**src/rtl/apx_pkg.sv**
```systemverilog
package apx_pkg;

  localparam int CFG_DW = 32;

  localparam logic [CFG_DW-1:0] CODE_MEM_A = 32'd1;
  localparam logic [CFG_DW-1:0] CODE_MEM_B = 32'd4;
  localparam logic [CFG_DW-1:0] CODE_IO_A  = 32'd5;
  localparam logic [CFG_DW-1:0] CODE_IO_B  = 32'd6;

  typedef enum logic [1:0] {
    WD_FRAME = 2'd0,
    WD_CTRL  = 2'd1,
    WD_TYPE  = 2'd2,
    WD_COPY  = 2'd3
  } word_e;

  // Zero always passes so that firmware can unmap a window.
  function automatic logic type_code_ok(input logic io_group,
                                        input logic [CFG_DW-1:0] code);
    if (code == '0)
      return 1'b1;
    if (io_group)
      return (code == CODE_IO_A) || (code == CODE_IO_B);
    return (code == CODE_MEM_A) || (code == CODE_MEM_B);
  endfunction

endpackage

```
**src/rtl/apx_cfg_decode.sv**
```systemverilog
module apx_cfg_decode #(
  parameter int NUM_SLOTS = 15,
  parameter int MEM_SLOTS = 8,
  parameter int CFG_SW    = 4
) (
  input  logic                        cfg_we,
  input  logic [CFG_SW+1:0]           cfg_addr,
  input  logic [apx_pkg::CFG_DW-1:0]  cfg_wdata,
  output logic [NUM_SLOTS-1:0]        frame_we,
  output logic [NUM_SLOTS-1:0]        type_we,
  output logic [NUM_SLOTS-1:0]        copy_we,
  output logic [NUM_SLOTS-1:0]        type_reject
);
  import apx_pkg::*;

  logic [CFG_SW-1:0] slot_field;
  word_e             word_sel;

  assign slot_field = cfg_addr[CFG_SW+1:2];
  assign word_sel   = word_e'(cfg_addr[1:0]);

  for (genvar s = 0; s < NUM_SLOTS; s++) begin : g_slot
    logic addressed;
    logic code_ok;
    logic is_type_word;

    assign addressed    = cfg_we && (slot_field == CFG_SW'(s));
    assign code_ok      = type_code_ok(s >= MEM_SLOTS, cfg_wdata);
    assign is_type_word = (word_sel == WD_TYPE) || (word_sel == WD_COPY);

    assign frame_we[s]    = addressed && (word_sel == WD_FRAME);
    assign type_we[s]     = addressed && (word_sel == WD_TYPE) && code_ok;
    assign copy_we[s]     = addressed && (word_sel == WD_COPY) && code_ok;
    assign type_reject[s] = addressed && is_type_word && !code_ok;
  end

endmodule

```
**src/rtl/apx_slot_bank.sv**
```systemverilog
module apx_slot_bank #(
  parameter int NUM_SLOTS = 15,
  parameter int FRAME_W   = 22,
  parameter int TYPE_W    = 3
) (
  input  logic                               clk,
  input  logic                               rst_n,
  input  logic [NUM_SLOTS-1:0]               frame_we,
  input  logic [NUM_SLOTS-1:0]               type_we,
  input  logic [NUM_SLOTS-1:0]               copy_we,
  input  logic [FRAME_W-1:0]                 frame_wdata,
  input  logic [TYPE_W-1:0]                  type_wdata,
  output logic [NUM_SLOTS-1:0][FRAME_W-1:0]  frame_q,
  output logic [NUM_SLOTS-1:0][TYPE_W-1:0]   type_q,
  output logic [NUM_SLOTS-1:0][TYPE_W-1:0]   copy_q,
  output logic [NUM_SLOTS-1:0]               slot_valid
);

  for (genvar s = 0; s < NUM_SLOTS; s++) begin : g_slot
    always_ff @(posedge clk or negedge rst_n) begin
      if (!rst_n) begin
        frame_q[s] <= '0;
        type_q[s]  <= '0;
        copy_q[s]  <= '0;
      end else begin
        if (frame_we[s]) frame_q[s] <= frame_wdata;
        if (type_we[s])  type_q[s]  <= type_wdata;
        if (copy_we[s])  copy_q[s]  <= type_wdata;
      end
    end

    assign slot_valid[s] = (type_q[s] != '0) && (type_q[s] == copy_q[s]);
  end

endmodule

```
**src/rtl/apx_lookup.sv**
```systemverilog
module apx_lookup #(
  parameter int NUM_SLOTS  = 15,
  parameter int LOCAL_W    = 32,
  parameter int SYS_W      = 48,
  parameter int SLOT_SHIFT = 26,
  parameter int TYPE_W     = 3
) (
  input  logic [LOCAL_W-1:0]                       req_addr,
  input  logic [NUM_SLOTS-1:0][SYS_W-SLOT_SHIFT-1:0] frame_q,
  input  logic [NUM_SLOTS-1:0][TYPE_W-1:0]         type_q,
  input  logic [NUM_SLOTS-1:0]                     slot_valid,
  output logic [NUM_SLOTS-1:0]                     slot_sel,
  output logic                                     hit,
  output logic [SYS_W-1:0]                         sys_addr,
  output logic [TYPE_W-1:0]                        typ
);
  localparam int FRAME_W = SYS_W - SLOT_SHIFT;
  localparam int FIELD_W = LOCAL_W - SLOT_SHIFT;

  function automatic logic [SYS_W-1:0] compose(input logic [FRAME_W-1:0] frame,
                                               input logic [LOCAL_W-1:0] addr);
    return {frame, addr[SLOT_SHIFT-1:0]};
  endfunction

  logic [FIELD_W-1:0] field;
  logic [FRAME_W-1:0] sel_frame;
  logic [TYPE_W-1:0]  sel_type;
  logic               sel_valid;

  assign field = req_addr[LOCAL_W-1:SLOT_SHIFT];

  // Window n sits one window-size above the base of the local map.
  for (genvar s = 0; s < NUM_SLOTS; s++) begin : g_sel
    assign slot_sel[s] = (field == FIELD_W'(s + 1));
  end

  always_comb begin
    sel_frame = '0;
    sel_type  = '0;
    sel_valid = 1'b0;
    for (int s = 0; s < NUM_SLOTS; s++) begin
      if (slot_sel[s]) begin
        sel_frame = frame_q[s];
        sel_type  = type_q[s];
        sel_valid = slot_valid[s];
      end
    end
  end

  assign hit      = sel_valid;
  assign sys_addr = compose(sel_frame, req_addr);
  assign typ      = sel_type;

endmodule

```
**src/rtl/aperture_xlate.sv**
```systemverilog
module aperture_xlate #(
  parameter int NUM_SLOTS  = 15,
  parameter int MEM_SLOTS  = 8,
  parameter int LOCAL_W    = 32,
  parameter int SYS_W      = 48,
  parameter int SLOT_SHIFT = 26,
  parameter int TYPE_W     = 3,
  parameter int CFG_AW     = $clog2(NUM_SLOTS) + 2
) (
  input  logic                        clk,
  input  logic                        rst_n,
  input  logic                        cfg_we,
  input  logic [CFG_AW-1:0]           cfg_addr,
  input  logic [apx_pkg::CFG_DW-1:0]  cfg_wdata,
  input  logic                        req_valid,
  input  logic [LOCAL_W-1:0]          req_addr,
  output logic                        rsp_valid,
  output logic                        rsp_hit,
  output logic                        rsp_miss,
  output logic [SYS_W-1:0]            rsp_sys_addr,
  output logic [TYPE_W-1:0]           rsp_type
);
  localparam int FRAME_W = SYS_W - SLOT_SHIFT;
  localparam int CFG_SW  = CFG_AW - 2;

  logic [NUM_SLOTS-1:0]              frame_we;
  logic [NUM_SLOTS-1:0]              type_we;
  logic [NUM_SLOTS-1:0]              copy_we;
  logic [NUM_SLOTS-1:0]              type_reject;
  logic [NUM_SLOTS-1:0][FRAME_W-1:0] frame_q;
  logic [NUM_SLOTS-1:0][TYPE_W-1:0]  type_q;
  logic [NUM_SLOTS-1:0][TYPE_W-1:0]  copy_q;
  logic [NUM_SLOTS-1:0]              slot_valid;
  logic [NUM_SLOTS-1:0]              slot_sel;
  logic                              lk_hit;
  logic [SYS_W-1:0]                  lk_sys_addr;
  logic [TYPE_W-1:0]                 lk_type;

  apx_cfg_decode #(
    .NUM_SLOTS (NUM_SLOTS),
    .MEM_SLOTS (MEM_SLOTS),
    .CFG_SW    (CFG_SW)
  ) u_decode (
    .cfg_we      (cfg_we),
    .cfg_addr    (cfg_addr),
    .cfg_wdata   (cfg_wdata),
    .frame_we    (frame_we),
    .type_we     (type_we),
    .copy_we     (copy_we),
    .type_reject (type_reject)
  );

  apx_slot_bank #(
    .NUM_SLOTS (NUM_SLOTS),
    .FRAME_W   (FRAME_W),
    .TYPE_W    (TYPE_W)
  ) u_bank (
    .clk         (clk),
    .rst_n       (rst_n),
    .frame_we    (frame_we),
    .type_we     (type_we),
    .copy_we     (copy_we),
    .frame_wdata (cfg_wdata[FRAME_W-1:0]),
    .type_wdata  (cfg_wdata[TYPE_W-1:0]),
    .frame_q     (frame_q),
    .type_q      (type_q),
    .copy_q      (copy_q),
    .slot_valid  (slot_valid)
  );

  apx_lookup #(
    .NUM_SLOTS  (NUM_SLOTS),
    .LOCAL_W    (LOCAL_W),
    .SYS_W      (SYS_W),
    .SLOT_SHIFT (SLOT_SHIFT),
    .TYPE_W     (TYPE_W)
  ) u_lookup (
    .req_addr   (req_addr),
    .frame_q    (frame_q),
    .type_q     (type_q),
    .slot_valid (slot_valid),
    .slot_sel   (slot_sel),
    .hit        (lk_hit),
    .sys_addr   (lk_sys_addr),
    .typ        (lk_type)
  );

  // Single registered response stage; the lookup reads descriptors as
  // they stand before this edge's write lands.
  always_ff @(posedge clk or negedge rst_n) begin
    if (!rst_n) begin
      rsp_valid    <= 1'b0;
      rsp_hit      <= 1'b0;
      rsp_miss     <= 1'b0;
      rsp_sys_addr <= '0;
      rsp_type     <= '0;
    end else begin
      rsp_valid    <= req_valid;
      rsp_hit      <= req_valid && lk_hit;
      rsp_miss     <= req_valid && !lk_hit;
      rsp_sys_addr <= (req_valid && lk_hit) ? lk_sys_addr : '0;
      rsp_type     <= (req_valid && lk_hit) ? lk_type : '0;
    end
  end

endmodule

```
**config.mk**
```make
export PLATFORM = sky130hd
export DESIGN_NAME = aperture_xlate
export DESIGN_NICKNAME = d
export VERILOG_FILES = /design/src/rtl/apx_pkg.sv /design/src/rtl/apx_cfg_decode.sv /design/src/rtl/apx_slot_bank.sv /design/src/rtl/apx_lookup.sv /design/src/rtl/aperture_xlate.sv
export SDC_FILE = /design/constraint.sdc
export NUM_CORES = 1
export LEC_CHECK = 0
export ABC_AREA = 1
export BUFFER_PORTS_ARGS = -buffer_cell sky130_fd_sc_hd__buf_4
export CAP_MARGIN = 20
export CORE_UTILIZATION = 50
export CTS_BUF_LIST = sky130_fd_sc_hd__clkbuf_8
export DETAILED_ROUTE_END_ITERATION = 16
export PLACE_DENSITY = 0.79
export SLEW_MARGIN = 10
export SYNTH_ARGS = -nofsm -noshare
export SYNTH_HDL_FRONTEND = slang
export SYNTH_SLANG_ARGS = --single-unit
```
**constraint.sdc**
```tcl
create_clock -name clk -period 2.3 [get_ports clk]
set_input_delay 0 -clock clk [delete_from_list [all_inputs] [get_ports clk]]
set_output_delay 0 -clock clk [all_outputs]
set_load 0.03 [all_outputs]
```
# == Yosys cells after proc, flatten, opt, wreduce, memory -nomap -nowiden ==
# Cells that the tools add are included.
# totals
ff_bits,474
input_bits,74
out_inout_bits,54
# op_classes
n_eq_ne,50
muxes,53
reduce_logical,128
# op_table
op,count
22-bit 2-to-1 mux,15
1-bit logical AND,107
"32-bit by 3-bit equality test with 1-bit output, second input constant",3
"6-bit by 4-bit equality test with 1-bit output, second input constant",8
3-bit 2-to-1 mux,16
48-bit 2-to-1 mux,1
3-bit equality test,15
3-bit nonzero test,15
"32-bit by 1-bit equality test with 1-bit output, second input constant",1
32-bit zero test,1
"4-bit equality test, second input constant",7
"6-bit by 3-bit equality test with 1-bit output, second input constant",4
1-bit 2-to-1 mux,21
"4-bit by 3-bit equality test with 1-bit output, second input constant",4
"6-bit by 2-bit equality test with 1-bit output, second input constant",2
"4-bit by 2-bit equality test with 1-bit output, second input constant",2
"6-bit by 1-bit equality test with 1-bit output, second input constant",1
"2-bit equality test, second input constant",2
"4-bit by 1-bit equality test with 1-bit output, second input constant",1
4-bit zero test,1
2-bit zero test,1
1-bit logical OR,2
1-bit zero test,1

# == Logic depth before layout (Yosys ltp) ==
# depth
word_depth,19
depth_mapped,18
ltp_nobuf,17

# == Modules after synthesis ==
# From an unflattened synthesis, not the netlist that was laid out.
# unflattened
cells_unflattened,2225
area_unflattened_um2,22758.1
# modules_own_cells
module,n_inst,cells_per_inst,area_per_inst_um2,seq_area_each_um2
apx_slot_bank,1,1096,16412.0,10510.1
apx_lookup,1,785,3703.6,0.0
aperture_xlate,1,165,1823.0,1351.3
apx_cfg_decode,1,179,819.5,0.0

# == Worst setup path before layout ==
# OpenSTA, ideal clock, no wires.
# synth_timing
path_type,reg-to-reg
from,register u_bank.type_q[23] (netlist bit)
to,register rsp_sys_addr[40]
t_arrival_ns,1.664
required_time_ns,2.228
slack_ns,0.565
path_stages_with_launch,12
synth_period_minus_slack_ns,1.735
path_cell_list,dfrtp_1 or2_2 a221oi_1 a21oi_1 nand2_1 nand2_1 nand4_1 nand2_1 nand2_1 nand3_2 buf_2 nor2_1
# synth_between
elab_chain_len,12
word_cells_on_any_way,13
# synth_lines
element,line_no,text
start: declaration,apx_slot_bank.sv:14,"output logic [NUM_SLOTS-1:0][TYPE_W-1:0] type_q,"
start signal: indexed assignment,apx_slot_bank.sv:27,if (type_we[s]) type_q[s] <= type_wdata;
3-bit equality test / 3-bit nonzero test (equally long branches),apx_slot_bank.sv:32,assign slot_valid[s] = (type_q[s] != '0) && (type_q[s] == copy_q[s]);
1-bit logical AND (*),apx_slot_bank.sv:32,
1-bit 2-to-1 mux (*) (8 in a row),apx_lookup.sv:42,if (slot_sel[s]) begin
1-bit logical AND (*),aperture_xlate.sv:101,rsp_sys_addr <= (req_valid && lk_hit) ? lk_sys_addr : '0;
48-bit 2-to-1 mux (*),aperture_xlate.sv:101,
end signal: assignment,aperture_xlate.sv:101,
end: declaration,aperture_xlate.sv:20,"output logic [SYS_W-1:0] rsp_sys_addr,"
# Mark *: on every way between the ends. The rest lies on a longest branch, timed or not.
# A chain may end at the register's enable or synchronous reset.

# == Final worst setup path ==
# layout_timing
from,input cfg_wdata[1] (netlist bit)
to,register u_bank.copy_q[13] (netlist bit)
# layout_between
elab_chain_len,4
word_cells_on_any_way,7
# layout_lines
element,line_no,text
start: declaration,aperture_xlate.sv:14,"input logic [apx_pkg::CFG_DW-1:0] cfg_wdata,"
"32-bit by 1-bit equality test with 1-bit output, or another cell as far along",apx_pkg.sv:24,return (code == CODE_MEM_A) || (code == CODE_MEM_B);
1-bit logical OR / 1-bit 2-to-1 mux (equally long branches),"apx_pkg.sv:24, apx_pkg.sv:20",
1-bit 2-to-1 mux,apx_pkg.sv:22,if (io_group)
1-bit logical AND,apx_cfg_decode.sv:33,assign copy_we[s] = addressed && (word_sel == WD_COPY) && code_ok;
end signal: indexed assignment,apx_slot_bank.sv:28,if (copy_we[s]) copy_q[s] <= type_wdata;
end: declaration,apx_slot_bank.sv:15,"output logic [NUM_SLOTS-1:0][TYPE_W-1:0] copy_q,"
# Several ways; a longest one is shown, not always the timed one.

==> flow_metrics.tcl <==
set metrics [dict create \
    grt_pass1_vias 17460 \
    worstPathArrival_ns 2.67 \
    wl_um 54100 \
    cts_buffers 75 \
    r2r_slack_ns 0.17 \
    min_period_ns 2.176 \
    drt-pass1-iter-count 6 \
    hold_path.class "primary input to asynchronous set/reset pin" \
    grt_use_total_pct 26.74 \
    power_density_nw_per_um2 744.5 \
    fin_crit_sh_pct 94.61 \
    skew_ns 0.01516 \
    io_buffers 127 \
    drive_gt1_share_pct 12.94 \
    via_per_inst 5.474 \
    clk-insertion-delay-late_ns 0.61 \
    tns_ns 0 \
    ys_warn_count 0 \
    ant_nets 0 \
    vdd_drop_max_uv 470.2 \
    die_y_um 203.9 \
    report.final.slew_viol_count 0 \
    cts.clk_slew.worst_paths_ns 0.06 \
    overflow 0 \
    drc 0 \
    critical_path.slowest_cell "dlygate4sd3_1" \
    n_antenna_cell 0 \
    cp.required_ns 2.80 \
    ys_types 34 \
    rsz0062_at_grt "no" \
    critPathBufInv 4 \
    whs_ns 0.08195 \
    gp_congestion 0.9822 \
    place_hpwl_um 35050 \
    dieArea_um2 41590 \
    seq_area_frac_synth_pct 58.18 \
    syn_area_per_cell_um2 8.449 \
    vias 17510 \
    crit_chain "dlygate4sd3_1 -> buf_4 -> a2111oi_1 -> dlygate4sd3_1 -> nand2_1 -> nor3_1 -> dlygate4sd3_1 -> nor2_1" \
    syn_nets 2487 \
    ys_seq_elements 474 \
    cpPeakStageDelay_ns 0.61 \
    tritoncts "built" \
    crit_path_max_fanout 6 \
    initial_core_util_pct 50.96 \
    crit_path_end_kind "flip-flop" \
    wl_per_cell_um 16.92 \
    hold_viol_final 0 \
    relSlewSlack_pct 62.07 \
    htree_levels 3 \
    die_w_um 203.9 \
    grt_pass1_wl_um 88870 \
    drt_first_iter_violations 1579 \
    crit_top_cell "dlygate4sd3_1" \
    setup_viol 0 \
    area_growth_pct 19.52 \
    p_leak_nw 11.68 \
    syn-instance-count 2413 \
    tightest_slew_ns 0.5683 \
    fmax_mhz 459.6 \
    grt_max_degree 91 \
    power_mw 18.14 \
    num-nets-final 2693 \
    coreArea_um2 40010 \
    crit_family "buffers and inverters" \
    clock-sinks 474 \
    cts-root-buf "clkbuf_8" \
    ioPinCount 128 \
    worstSetupPathType "primary input to flip-flop" \
    synth_area_um2 20390 \
    start_kind "primary input" \
    cts.path.max_buffers 3 \
    status "finished, final reports clean" \
    antenna_found_initial 0 \
    rows 73 \
    drv_cap 0 \
]
## worst paths after layout
| check | start | endpoint | cells after the start |
|---|---|---|---|
| max | cfg_wdata[1] | u_bank.copy_q[13] | 8 |
| min | rst_n | u_bank.copy_q[5] | 3 |
| max reg2reg | u_bank.type_q[15] | rsp_sys_addr[44] | 17 |
| min reg2reg | u_bank.frame_q[236] | u_bank.frame_q[236] | 2 |
| max in group asynchronous | rst_n | rsp_sys_addr[34] | 4 |
| min in group clk | req_valid | rsp_valid | 2 |
## cells in the mapped netlist (all sizes together)
cell / n / share of area [%]
nand2: 751 / 14
dfrtp: 474 / 58
o21ai: 445 / 11
nor2: 171 / 3.2
inv: 146 / 2.7
clkbuf: 126 / 2.3
nand4: 74 / 2.3
nand3: 57 / 1.4
a21oi: 55 / 1.4
or2: 29 / 0.89
nor3: 18 / 0.44
xnor2: 12 / 0.52
xor2: 9 / 0.39
buf: 7 / 0.17
nor4: 7 / 0.25
a31oi: 6 / 0.18
o22ai: 4 / 0.12
o31ai: 4 / 0.15
a21boi: 3 / 0.11
o21a: 3 / 0.11
a211oi: 2 / 0.074
and2: 2 / 0.061
o211ai: 2 / 0.074
a2111oi: 1 / 0.043
a221oi: 1 / 0.043
a41oi: 1 / 0.043
clkinv: 1 / 0.018
nand3b: 1 / 0.037
o211a: 1 / 0.049
## timing repair
item,CTS,global route
endpoints found under the hold margin,791,0
hold buffers,64,0
gates resized for setup,0,2
setup endpoints to repair,0,3
setup buffers,0,0
## per-layer routing
metal,global-route usage [%],part of all wire [%],vias up
met4,9.989,2.9,0
met3,4.767,6.8,119
met5,0,0,-
met1,35.12,42,8501
li1,-,-,8278
met2,44.30,48,607
## tightest hold or removal path, cell delays in order
cell	delay, ns
dlygate4sd3_1	0.56
buf_8	0.22
buf_16	0.27
## kinds of logic (layout without fill, tap and decap cells)
group,count (synthesis),in the layout,synth area share [%]
DFF,474,474,58.18
xor gates and xnor gates,21,21,0.9022
and+or+nand+nor,1110,1110,22.44
AOI/OAI and AO/OA,528,528,13.27
buffers and inverters,280,540,5.198
## registers in the layout, indices dropped and copies added, names as in the netlist
| signal | cells |
|---|---|
| rsp_hit | 1 |
| rsp_miss | 1 |
| rsp_sys_addr | 48 |
| rsp_type | 3 |
| rsp_valid | 1 |
| u_bank.copy_q | 45 |
| u_bank.frame_q | 330 |
| u_bank.type_q | 45 |
## area by class of cell
class                           count  area [um2]
Sequential cell                   474       11860
Fill cell                        3261       15640
Inverter                          147       551.8
Multi-Input combinational cell   1659        7481
Timing Repair Buffer              262        2302
Clock inverter                     32       150.1
Tap cell                          525       656.9
Clock buffer                       99        1363
## cells in the final DEF (no fill, tap or decap), types with 2 or more instances in the layout
cell type        n
nand2_1        751
dfrtp_1        474
o21ai_0        445
buf_4          185
nor2_1         167
inv_1          166
clkbuf_8        99
nand4_1         74
dlygate4sd3_1   63
nand3_1         56
a21oi_1         55
or2_2           29
nor3_1          17
xnor2_1         12
buf_12          12
xor2_1           9
nor4_1           6
a31oi_1          6
clkinv_2         5
o31ai_1          4
o22ai_1          4
a21boi_0         3
o21a_1           3
clkinvlp_4       3
nor2_2           2
inv_2            2
o211ai_1         2
nor2_4           2
a211oi_1         2
and2_1           2
## per-stage QoR
step                utilization, %  cell area (um2)  cells  setup WS (ns)
global placement             55.46            22190   3003         0.1049
floorplan                        -            20390   2413         0.5646
finish                       60.91            24370   3198         0.1241
detailed placement           55.46            22190   3003        0.03024
global route                 60.91            24370   3198       0.005644
CTS                          60.89            24360   3198        0.08361
## power breakdown
part	switching, mW	internal (mW)	total, mW
clock	3.28	3.85	7.13
combinational	0.913	0.589	1.50
sequential	0.398	9.11	9.51
(Power assumes the default switching activity.)
